### src/rtl/clksel3_pkg.sv
package clksel3_pkg;

  typedef enum logic [1:0] {
    SW_OFF    = 2'd0,
    SW_SETTLE = 2'd1,
    SW_RUN    = 2'd2
  } sw_state_e;

  // A select code is accepted when it names a source or the off code.
  function automatic logic code_is_legal(int unsigned code, int unsigned n_src);
    return code <= n_src;
  endfunction

  // A divided period completes when the count has reached the divider value.
  function automatic logic div_wraps(int unsigned count, int unsigned limit);
    return count >= limit;
  endfunction

endpackage

### src/rtl/clksel3_divider.sv
module clksel3_divider
  import clksel3_pkg::*;
#(
  parameter int DIV_W = 5
) (
  input  logic             clk,
  input  logic             rst_n,
  input  logic             src_tick,
  input  logic             restart,
  input  logic [DIV_W-1:0] div_val,
  output logic             div_tick
);

  logic [DIV_W-1:0] cnt_q;

  assign div_tick = src_tick && div_wraps(32'(cnt_q), 32'(div_val));

  always_ff @(posedge clk or negedge rst_n) begin
    if (!rst_n) begin
      cnt_q <= '0;
    end else if (restart) begin
      cnt_q <= '0;
    end else if (src_tick) begin
      if (div_tick) cnt_q <= '0;
      else          cnt_q <= cnt_q + DIV_W'(1);
    end
  end

endmodule

### src/rtl/clksel3_regs.sv
module clksel3_regs
  import clksel3_pkg::*;
#(
  parameter int NUM_SRC = 3,
  parameter int DIV_W   = 5,
  parameter int SEL_W   = 2,
  parameter int ADDR_W  = 2
) (
  input  logic                     clk,
  input  logic                     rst_n,
  input  logic                     cfg_we,
  input  logic [ADDR_W-1:0]        cfg_addr,
  input  logic [DIV_W-1:0]         cfg_wdata,
  output logic [SEL_W-1:0]         sel_q,
  output logic [NUM_SRC*DIV_W-1:0] div_flat,
  output logic                     sel_wr,
  output logic [NUM_SRC-1:0]       div_wr,
  output logic [DIV_W-1:0]         cfg_rdata
);

  localparam logic [SEL_W-1:0] OFF_CODE = SEL_W'(NUM_SRC);

  assign sel_wr = cfg_we && (cfg_addr == '0) &&
                  code_is_legal(32'(cfg_wdata), NUM_SRC);

  always_ff @(posedge clk or negedge rst_n) begin
    if (!rst_n)      sel_q <= OFF_CODE;
    else if (sel_wr) sel_q <= cfg_wdata[SEL_W-1:0];
  end

  for (genvar g = 0; g < NUM_SRC; g++) begin : g_divreg
    assign div_wr[g] = cfg_we && (cfg_addr == ADDR_W'(g + 1));
    always_ff @(posedge clk or negedge rst_n) begin
      if (!rst_n)         div_flat[g*DIV_W +: DIV_W] <= '0;
      else if (div_wr[g]) div_flat[g*DIV_W +: DIV_W] <= cfg_wdata;
    end
  end

  always_comb begin
    cfg_rdata = '0;
    if (cfg_addr == '0) cfg_rdata[SEL_W-1:0] = sel_q;
    for (int k = 0; k < NUM_SRC; k++) begin
      if (cfg_addr == ADDR_W'(k + 1)) cfg_rdata = div_flat[k*DIV_W +: DIV_W];
    end
  end

endmodule

### src/rtl/clksel3_switch.sv
module clksel3_switch
  import clksel3_pkg::*;
#(
  parameter int NUM_SRC      = 3,
  parameter int SEL_W        = 2,
  parameter int SETTLE_TICKS = 2
) (
  input  logic               clk,
  input  logic               rst_n,
  input  logic               sel_wr,
  input  logic [SEL_W-1:0]   new_code,
  input  logic [NUM_SRC-1:0] div_tick,
  output logic               out_pulse,
  output logic [NUM_SRC-1:0] running,
  output logic               switch_start,
  output logic               settle_done
);

  localparam logic [SEL_W-1:0] OFF_CODE = SEL_W'(NUM_SRC);
  localparam int PAD_W    = 1 << SEL_W;
  localparam int SETTLE_W = $clog2(SETTLE_TICKS + 1);

  sw_state_e         state_q;
  logic [SEL_W-1:0]  act_q;
  logic [SETTLE_W-1:0] seen_q;
  logic [PAD_W-1:0]  tick_pad;
  logic              act_tick;
  logic              go_off;

  assign tick_pad     = PAD_W'(div_tick);
  assign act_tick     = tick_pad[act_q];
  assign go_off       = sel_wr && (new_code == OFF_CODE);
  assign switch_start = sel_wr && (new_code != OFF_CODE);
  assign settle_done  = (state_q == SW_SETTLE) && act_tick &&
                        (seen_q == SETTLE_W'(SETTLE_TICKS - 1));

  always_ff @(posedge clk or negedge rst_n) begin
    if (!rst_n) begin
      state_q   <= SW_OFF;
      act_q     <= '0;
      seen_q    <= '0;
      running   <= '0;
      out_pulse <= 1'b0;
    end else begin
      out_pulse <= !sel_wr && (state_q == SW_RUN) && act_tick;
      if (go_off) begin
        state_q <= SW_OFF;
        seen_q  <= '0;
        running <= '0;
      end else if (switch_start) begin
        state_q <= SW_SETTLE;
        act_q   <= new_code;
        seen_q  <= '0;
        running <= '0;
      end else if (settle_done) begin
        state_q <= SW_RUN;
        seen_q  <= '0;
        running <= NUM_SRC'(1) << act_q;
      end else if ((state_q == SW_SETTLE) && act_tick) begin
        seen_q  <= seen_q + SETTLE_W'(1);
      end
    end
  end

endmodule

### src/rtl/clksel3_slice.sv
module clksel3_slice
  import clksel3_pkg::*;
#(
  parameter int NUM_SRC      = 3,
  parameter int DIV_W        = 5,
  parameter int SETTLE_TICKS = 2,
  parameter int SEL_W        = $clog2(NUM_SRC + 1)
) (
  input  logic               clk,
  input  logic               rst_n,
  input  logic [NUM_SRC-1:0] src_tick,
  input  logic               cfg_we,
  input  logic [SEL_W-1:0]   cfg_addr,
  input  logic [DIV_W-1:0]   cfg_wdata,
  output logic [DIV_W-1:0]   cfg_rdata,
  output logic               out_pulse,
  output logic [NUM_SRC-1:0] running
);

  logic [SEL_W-1:0]         sel_q;
  logic [NUM_SRC*DIV_W-1:0] div_flat;
  logic                     sel_wr;
  logic [NUM_SRC-1:0]       div_wr;
  logic [NUM_SRC-1:0]       div_tick;
  logic                     switch_start;
  logic                     settle_done;

  clksel3_regs #(
    .NUM_SRC(NUM_SRC), .DIV_W(DIV_W), .SEL_W(SEL_W), .ADDR_W(SEL_W)
  ) i_regs (
    .clk(clk), .rst_n(rst_n), .cfg_we(cfg_we), .cfg_addr(cfg_addr),
    .cfg_wdata(cfg_wdata), .sel_q(sel_q), .div_flat(div_flat),
    .sel_wr(sel_wr), .div_wr(div_wr), .cfg_rdata(cfg_rdata)
  );

  for (genvar g = 0; g < NUM_SRC; g++) begin : g_div
    clksel3_divider #(.DIV_W(DIV_W)) i_div (
      .clk(clk), .rst_n(rst_n), .src_tick(src_tick[g]), .restart(div_wr[g]),
      .div_val(div_flat[g*DIV_W +: DIV_W]), .div_tick(div_tick[g])
    );
  end

  clksel3_switch #(
    .NUM_SRC(NUM_SRC), .SEL_W(SEL_W), .SETTLE_TICKS(SETTLE_TICKS)
  ) i_switch (
    .clk(clk), .rst_n(rst_n), .sel_wr(sel_wr), .new_code(cfg_wdata[SEL_W-1:0]),
    .div_tick(div_tick), .out_pulse(out_pulse), .running(running),
    .switch_start(switch_start), .settle_done(settle_done)
  );

endmodule

### config.mk
export PLATFORM = sky130hd
export DESIGN_NAME = clksel3_slice
export DESIGN_NICKNAME = d
export VERILOG_FILES = /design/src/rtl/clksel3_pkg.sv /design/src/rtl/clksel3_divider.sv /design/src/rtl/clksel3_regs.sv /design/src/rtl/clksel3_switch.sv /design/src/rtl/clksel3_slice.sv
export SDC_FILE = /design/constraint.sdc
export NUM_CORES = 1
export LEC_CHECK = 0
export ABC_AREA = 1
export CORE_UTILIZATION = 50
export DETAILED_ROUTE_END_ITERATION = 6
export PLACE_DENSITY = 0.7
export SLEW_MARGIN = 30
export SYNTH_ARGS = -nofsm -noshare
export SYNTH_HDL_FRONTEND = slang
export SYNTH_SLANG_ARGS = --single-unit
### constraint.sdc
create_clock -name clk -period 1.6 [get_ports clk]
set_clock_uncertainty 0.05 [all_clocks]
set_input_delay 0.16 -clock clk [delete_from_list [all_inputs] [get_ports clk]]
set_output_delay 0.16 -clock clk [all_outputs]
set_load 0.03 [all_outputs]
==> results of run 1 <==
kinds of logic (layout without fill, tap and decap cells):
| logic type | count (synthesis) | after routing | synth area share |
|---|---|---|---|
| AND/OR/NAND/NOR | 125 | 125 | 0.2433 |
| buffers and inverters | 63 | 144 | 0.09914 |
| AO/OA/AOI/OAI | 49 | 49 | 0.1229 |
| flip-flops | 42 | 42 | 0.4259 |
| adder cells (fa/ha/maj) | 18 | 18 | 0.09105 |
| XOR/XNOR | 5 | 5 | 0.01770 |
cell usage after synthesis (all sizes together):
cell type  instances  area, µm²
dfrtp             40       1001
nand3             22      125.1
o2111ai            1      8.760
ha                18      225.2
dfstp              2      52.55
o22ai              5      31.28
nor3               2      10.01
buf                2      16.26
nand2             72      292.8
a21oi             17      107.6
nand4              5      37.53
o221ai             3      26.28
o21ai             22      113.9
o41ai              1      16.27
xor2               5      43.79
nor2              24      136.4
inv               61      229.0
through the flow:
stage	worst slack, ns	TNS, ns	power, µW	instances	instance area (µm²)
finish	-0.1332	-1.104	4526	450	3523
global route	-0.2275	-2.621	4832	450	3523
CTS	-0.09114	-0.4706	4291	447	3353
detailed placement	-0.1389	-1.602	3315	433	3088
global placement	-0.09563	-0.8736	3240	433	3088
floorplan	0.01273	0	2538	302	2477
final cells by class:
cell class / count / area (µm²)
repair buffers: 75 / 625.6
fillers: 367 / 1231
flip-flops and latches: 42 / 1054
clock inverters: 2 / 12.51
clock buffers: 6 / 82.58
inverters: 61 / 229.0
multi-input cells: 197 / 1436
well taps: 67 / 83.83
worst paths after layout:
| path | startpoint | end | slack (ns) | depth (start not counted) |
|---|---|---|---|---|
| hold reg to reg | i_regs.sel_q[1] | i_regs.sel_q[1] | 0.43 | 2 |
| max in group asynchronous | rst_n | i_regs.sel_q[0] | 0.72 | 3 |
| setup / recovery | g_div[1].i_div.cnt_q[2] | g_div[1].i_div.cnt_q[0] | -0.13 | 11 |
| setup reg to reg | g_div[1].i_div.cnt_q[2] | g_div[1].i_div.cnt_q[0] | -0.13 | 11 |
| hold / removal | cfg_addr[0] | i_regs.sel_q[1] | 0.35 | 5 |
| min in group asynchronous | rst_n | g_div[2].i_div.cnt_q[3] | 0.40 | 3 |
timing repair:
action                     in CTS  in global routing
resized for setup              28                 38
setup buffers                   6                  4
hold buffers                    1                  0
setup endpoints to repair      22                 27
pin swaps                      11                 21
gates cloned                    0                  0
hold endpoints to repair       40                  0
per-layer routing:
| metal | wire (µm) | vias up | share of wire | global-route usage |
|---|---|---|---|---|
| met5 | 0 | - | 0 | 0 |
| met4 | 81 | 0 | 0.013 | 0.07190 |
| met3 | 208 | 8 | 0.035 | 0.05417 |
| met2 | 3067 | 40 | 0.51 | 0.4133 |
| met1 | 2659 | 1063 | 0.44 | 0.3190 |
| li1 | - | 1137 | - | - |
registers in the layout (all words and copies together) (netlist names):
signal,cells
i_switch.state_q,2
i_switch.seen_q,2
i_regs.div_flat,15
i_switch.out_pulse,1
g_div.i_div.cnt_q,15
i_switch.act_q,2
i_switch.running,3
i_regs.sel_q,2
layout by cell type (no fill, tap or decap), types with 8 or more instances in the layout:
master	instances
inv_1	40
o21ai_0	12
nand3_1	16
ha_4	8
nand2_1	55
nor2_1	16
o21ai_1	9
inv_2	21
ha_1	10
a21oi_2	11
nand2_2	12
dfrtp_1	40
buf_4	54
clkdlybuf4s50_1	13
critical path: cells and delay by family (launching register included):
kind / cells / cell delay (ns)
buf+inv: 2 / 0.21
compound gates: 2 / 0.22
simple gates: 6 / 0.47
fa+ha+maj: 1 / 0.31
flops: 1 / 0.39
where the power goes:
group | total, µW | switching (µW) | internal [µW]
Clock | 743 | 395 | 347
Combinational | 2260 | 1170 | 1080
Sequential | 1530 | 189 | 1340
Total | 4530 | 1760 | 2770
==> impl_metrics.ini, run 1 <==
[grt]
grt_max_degree = 43
grt_pass1_wl_um = 9735
grt-ovfl-total = 0
grt_pass1_vias = 2119
track_usage = 0.2460
antenna_found_initial = 0

[synth]
yosysSeqAreaShare = 0.4259
synth_seq_cells = 42
syn_inst = 302
syn_area_um2 = 2474
ys_types = 28
synth_warnings = 0
syn-num-nets = 333
avgSynthCellArea_um2 = 8.191

[timing]
fmaxAchievable_mhz = 577.0
tightest_slew_ns = 0.5385
grt_setup_unrepaired = yes
hold-worst-slack_ns = 0.3506
setup_ws_ns = -0.1332
period_share = 1.083
finalMaxSlewViolations = 0
hold_violations = 0
setup_viol = 13
fin_crit_ns = 1.733
slew_headroom = 0.6410

[finish]
antenna_cells = 0
areaGrowthSynthToFinish_pct = 42.44
utilization = 0.7411
fin_nets = 413
drive_gt1_frac = 0.3943

[worst_setup_path]
path_class = reg2reg
crit_required_ns = 1.78
crit_fanout = 3
cpMaxStageDelayCell = dfrtp_1
arrival_ns = 1.91
critPathLaunchType = flip-flop
critPathCaptureType = flip-flop
crit_chain = ha_1 -> nand2_1 -> nand2_1 -> a21oi_2 -> nand2_2 -> buf_4 -> nor2_4 -> nand2_4 -> inv_2 -> nand2_1 -> o21ai_1
max_stage_delay_ns = 0.39
path_common_cell = nand2_1

[route]
ant_nets = 0
vias_per_cell = 4.996
drt-pass1-iter-count = 4
drc = 0
wirelength_um = 6017
dr_total_vias = 2248
routedWlPerCell_um = 13.37
drt_iter0_markers = 84

[clocking]
clk_pin_slew_worst_paths_ns = 0.08
clock_path_buffers = 2
clock_latency_ns = 0.31
cts-root-buf = clkbuf_8
clkSinkCount = 42
cts_tree = yes
numCtsBuffers = 5
h-tree-depth = 2

[floorplan]
fp.dieH_um = 72.34
dieWidth_um = 72.34
core_um2 = 4755
die-area_um2 = 5232
num_rows = 25
ios = 22
initial_core_util = 0.5203

[worst_hold_path]
hold_class = in2reg

[place]
gp_congestion = 0.8301
io_buffers = 21
hpwlAfterDp_um = 4207

[outcome]
violations = negative setup slack
outcome = finished, violations left

[flow_run]
cap_violations = 0

[pwr]
p_per_area_nw_per_um2 = 1285
ir_drop_uv = 808.6
leakagePower_uw = 0.001776
(Power assumes the default switching activity.)
==> run 2: changes to the inputs <==
--- a/config.mk
+++ b/config.mk
@@ -8,8 +8,8 @@
 export ABC_AREA = 1
 export CORE_UTILIZATION = 50
 export DETAILED_ROUTE_END_ITERATION = 6
+export GPL_TIMING_DRIVEN = 0
 export PLACE_DENSITY = 0.7
-export SLEW_MARGIN = 30
 export SYNTH_ARGS = -nofsm -noshare
 export SYNTH_HDL_FRONTEND = slang
 export SYNTH_SLANG_ARGS = --single-unit
==> run 2 against run 1 <==
Compared with the run above:
- the flow still finishes with violations (negative setup slack)
- worst hold slack got worse by 0.016 ns
- clock power increased by 14%
- cell area decreased by 7.3%
- utilization is 5.4 points lower
- first-iteration DRC count shrank 2.4%
- final cell count shrank 5.8%
- largest cell class unchanged
- count of clock-buffer cells in the layout fell by 1
- die area unchanged
- combinational power decreased by 15%
- total power decreased by 5.1%
==> impl_metrics.ini, run 2 (synthesis results as in run 1) <==
[outcome]
outcome = finished, violations left
violations = negative setup slack

[pwr]
leakagePower_uw = 0.001625
swShare = 0.3781
switching_power_uw = 1624
clockPowerShare = 0.198
combPwrFrac = 0.445
intPower_uw = 2671
finalPower_uw = 4294
p_per_area_nw_per_um2 = 1314
power.share.sequential = 0.357
ir_drop_uv = 714.9

[finish]
multi_input_area_um2 = 1356
antenna_cells = 0
top_regs = g_div.i_div.cnt_q x15, i_regs.div_flat x15, i_switch.running x3
final_common_cell = nand2_1
drive_gt1_frac = 0.3109
regArea_um2 = 1054
utilization = 0.6871
areaGrowthSynthToFinish_pct = 32.07
fillers = 424
fin_nets = 387
final_cell_mix = nand2_1 (58), inv_1 (40), dfrtp_1 (40), buf_4 (26), inv_2 (21)

[clocking]
clock_path_buffers = 2
cts-root-buf = clkbuf_8
clkSinkCount = 42
h-tree-depth = 2
cts_tree = yes
numCtsBuffers = 5
clk_pin_slew_worst_paths_ns = 0.09
clock_latency_ns = 0.30

[floorplan]
fp.dieH_um = 72.34
dieWidth_um = 72.34
die-area_um2 = 5232
ios = 22
num_rows = 25
initial_core_util = 0.5203
core_um2 = 4755

[worst_setup_path]
cpMaxStageDelayCell = dfrtp_1
crit_family = simple AND/OR/NAND/NOR gates
max_stage_delay_ns = 0.38
crit_required_ns = 1.75
crit_chain = inv_2 -> ha_4 -> nand2_4 -> inv_1 -> a21oi_2 -> nand2_2 -> nand2_2 -> nand3_4 -> nand3_4 -> nand2_4 -> nand2_1 -> nand2_1
arrival_ns = 1.83
path_class = reg2reg
critPathLaunchType = flip-flop
crit_fanout = 6
critPathCaptureType = flip-flop
cp_num_buf_inv = 2

[grt]
track_usage = 0.2299
grt_pass1_vias = 1980
grt_max_degree = 23
grt_pass1_wl_um = 9149
grt-ovfl-total = 0
antenna_found_initial = 0

[timing]
slew_headroom = 0.6198
setup_viol = 10
fin_crit_ns = 1.679
period_share = 1.050
setup_ws_ns = -0.07929
finalMaxSlewViolations = 0
grt_setup_unrepaired = yes
tightest_slew_ns = 0.5702
hold_violations = 0
fmaxAchievable_mhz = 595.5

[worst_hold_path]
hold_class = in2async

[route]
wirelength_um = 5422
dr_total_vias = 2112
ant_nets = 0
drt_iter0_markers = 82
vias_per_cell = 4.981
drc = 0
routedWlPerCell_um = 12.79
drt-pass1-iter-count = 4

[place]
gp_congestion = 0.8338
io_buffers = 21
hpwlAfterDp_um = 3831

[flow_run]
cap_violations = 0
## run 2: final cells by class
class | count | area share
multi-input cells | 197 | 0.4152
flip-flops and latches | 42 | 0.3225
repair buffers | 47 | 0.1268
inverters | 61 | 0.07009
well taps | 67 | 0.02566
clock buffers | 5 | 0.02106
clock inverters | 3 | 0.01379
plain buffers | 2 | 0.004979
## run 2: per-stage QoR
stage                     setup slack, ns  cells  area (µm²)  TNS, ns  hold slack, ns
after floorplan                   0.01273    302        2477        0         -0.1856
after global placement            -0.8170    390        2771   -38.28          0.4294
after detailed placement          -0.6529    391        2794   -5.355          0.1352
after CTS                        -0.07845    415        3103  -0.3331          0.3443
after global routing              -0.2019    424        3267   -2.338          0.3804
final                            -0.07929    424        3267  -0.3591          0.3345
## run 2: per-layer routing
metal / up-vias / global-route usage / share of wire
li1: 1084 / - / -
met1: 988 / 0.3053 / 0.47
met2: 33 / 0.3749 / 0.48
met3: 7 / 0.03889 / 0.035
met4: 0 / 0.09150 / 0.017
met5: - / 0 / 0
## run 2: final timing paths
check	startpoint	to	slack, ns	cells past startpoint
max in group asynchronous	rst_n	i_regs.sel_q[1]	0.59	3
hold reg to reg	i_regs.sel_q[1]	i_regs.sel_q[1]	0.43	2
hold / removal	rst_n	g_div[2].i_div.cnt_q[3]	0.33	2
min in group clk	i_regs.sel_q[1]	i_regs.sel_q[1]	0.43	2
setup / recovery	i_regs.div_flat[9]	i_switch.running[2]	-0.08	12
setup reg to reg	i_regs.div_flat[9]	i_switch.running[2]	-0.08	12
## run 2: timing repair
item / in CTS / in global routing
pin swaps: 7 / 11
endpoints found under the setup margin: 22 / 26
resized for setup: 48 / 27
hold buffers: 1 / 0
setup buffers: 15 / 9
endpoints found under the hold margin: 21 / 0
## run 2: power by group through the flow
stage / Sequential (µW) / Clock [µW] / Combinational, µW
detailed placement: 1580 / 0 / 1380
CTS: 1520 / 877 / 1700
finish: 1540 / 850 / 1910
global route: 1570 / 911 / 2150
global placement: 1570 / 0 / 1320
floorplan: 1580 / 0 / 960
==> run 3: changes to the inputs <==
--- a/config.mk
+++ b/config.mk
@@ -8,6 +8,7 @@
 export ABC_AREA = 1
 export CORE_UTILIZATION = 50
 export DETAILED_ROUTE_END_ITERATION = 6
+export GPL_ROUTABILITY_DRIVEN = 1
 export GPL_TIMING_DRIVEN = 0
 export PLACE_DENSITY = 0.7
 export SYNTH_ARGS = -nofsm -noshare
==> results of run 3 <==
No change in the layout: final DEF, timing and power equal those of run 2.
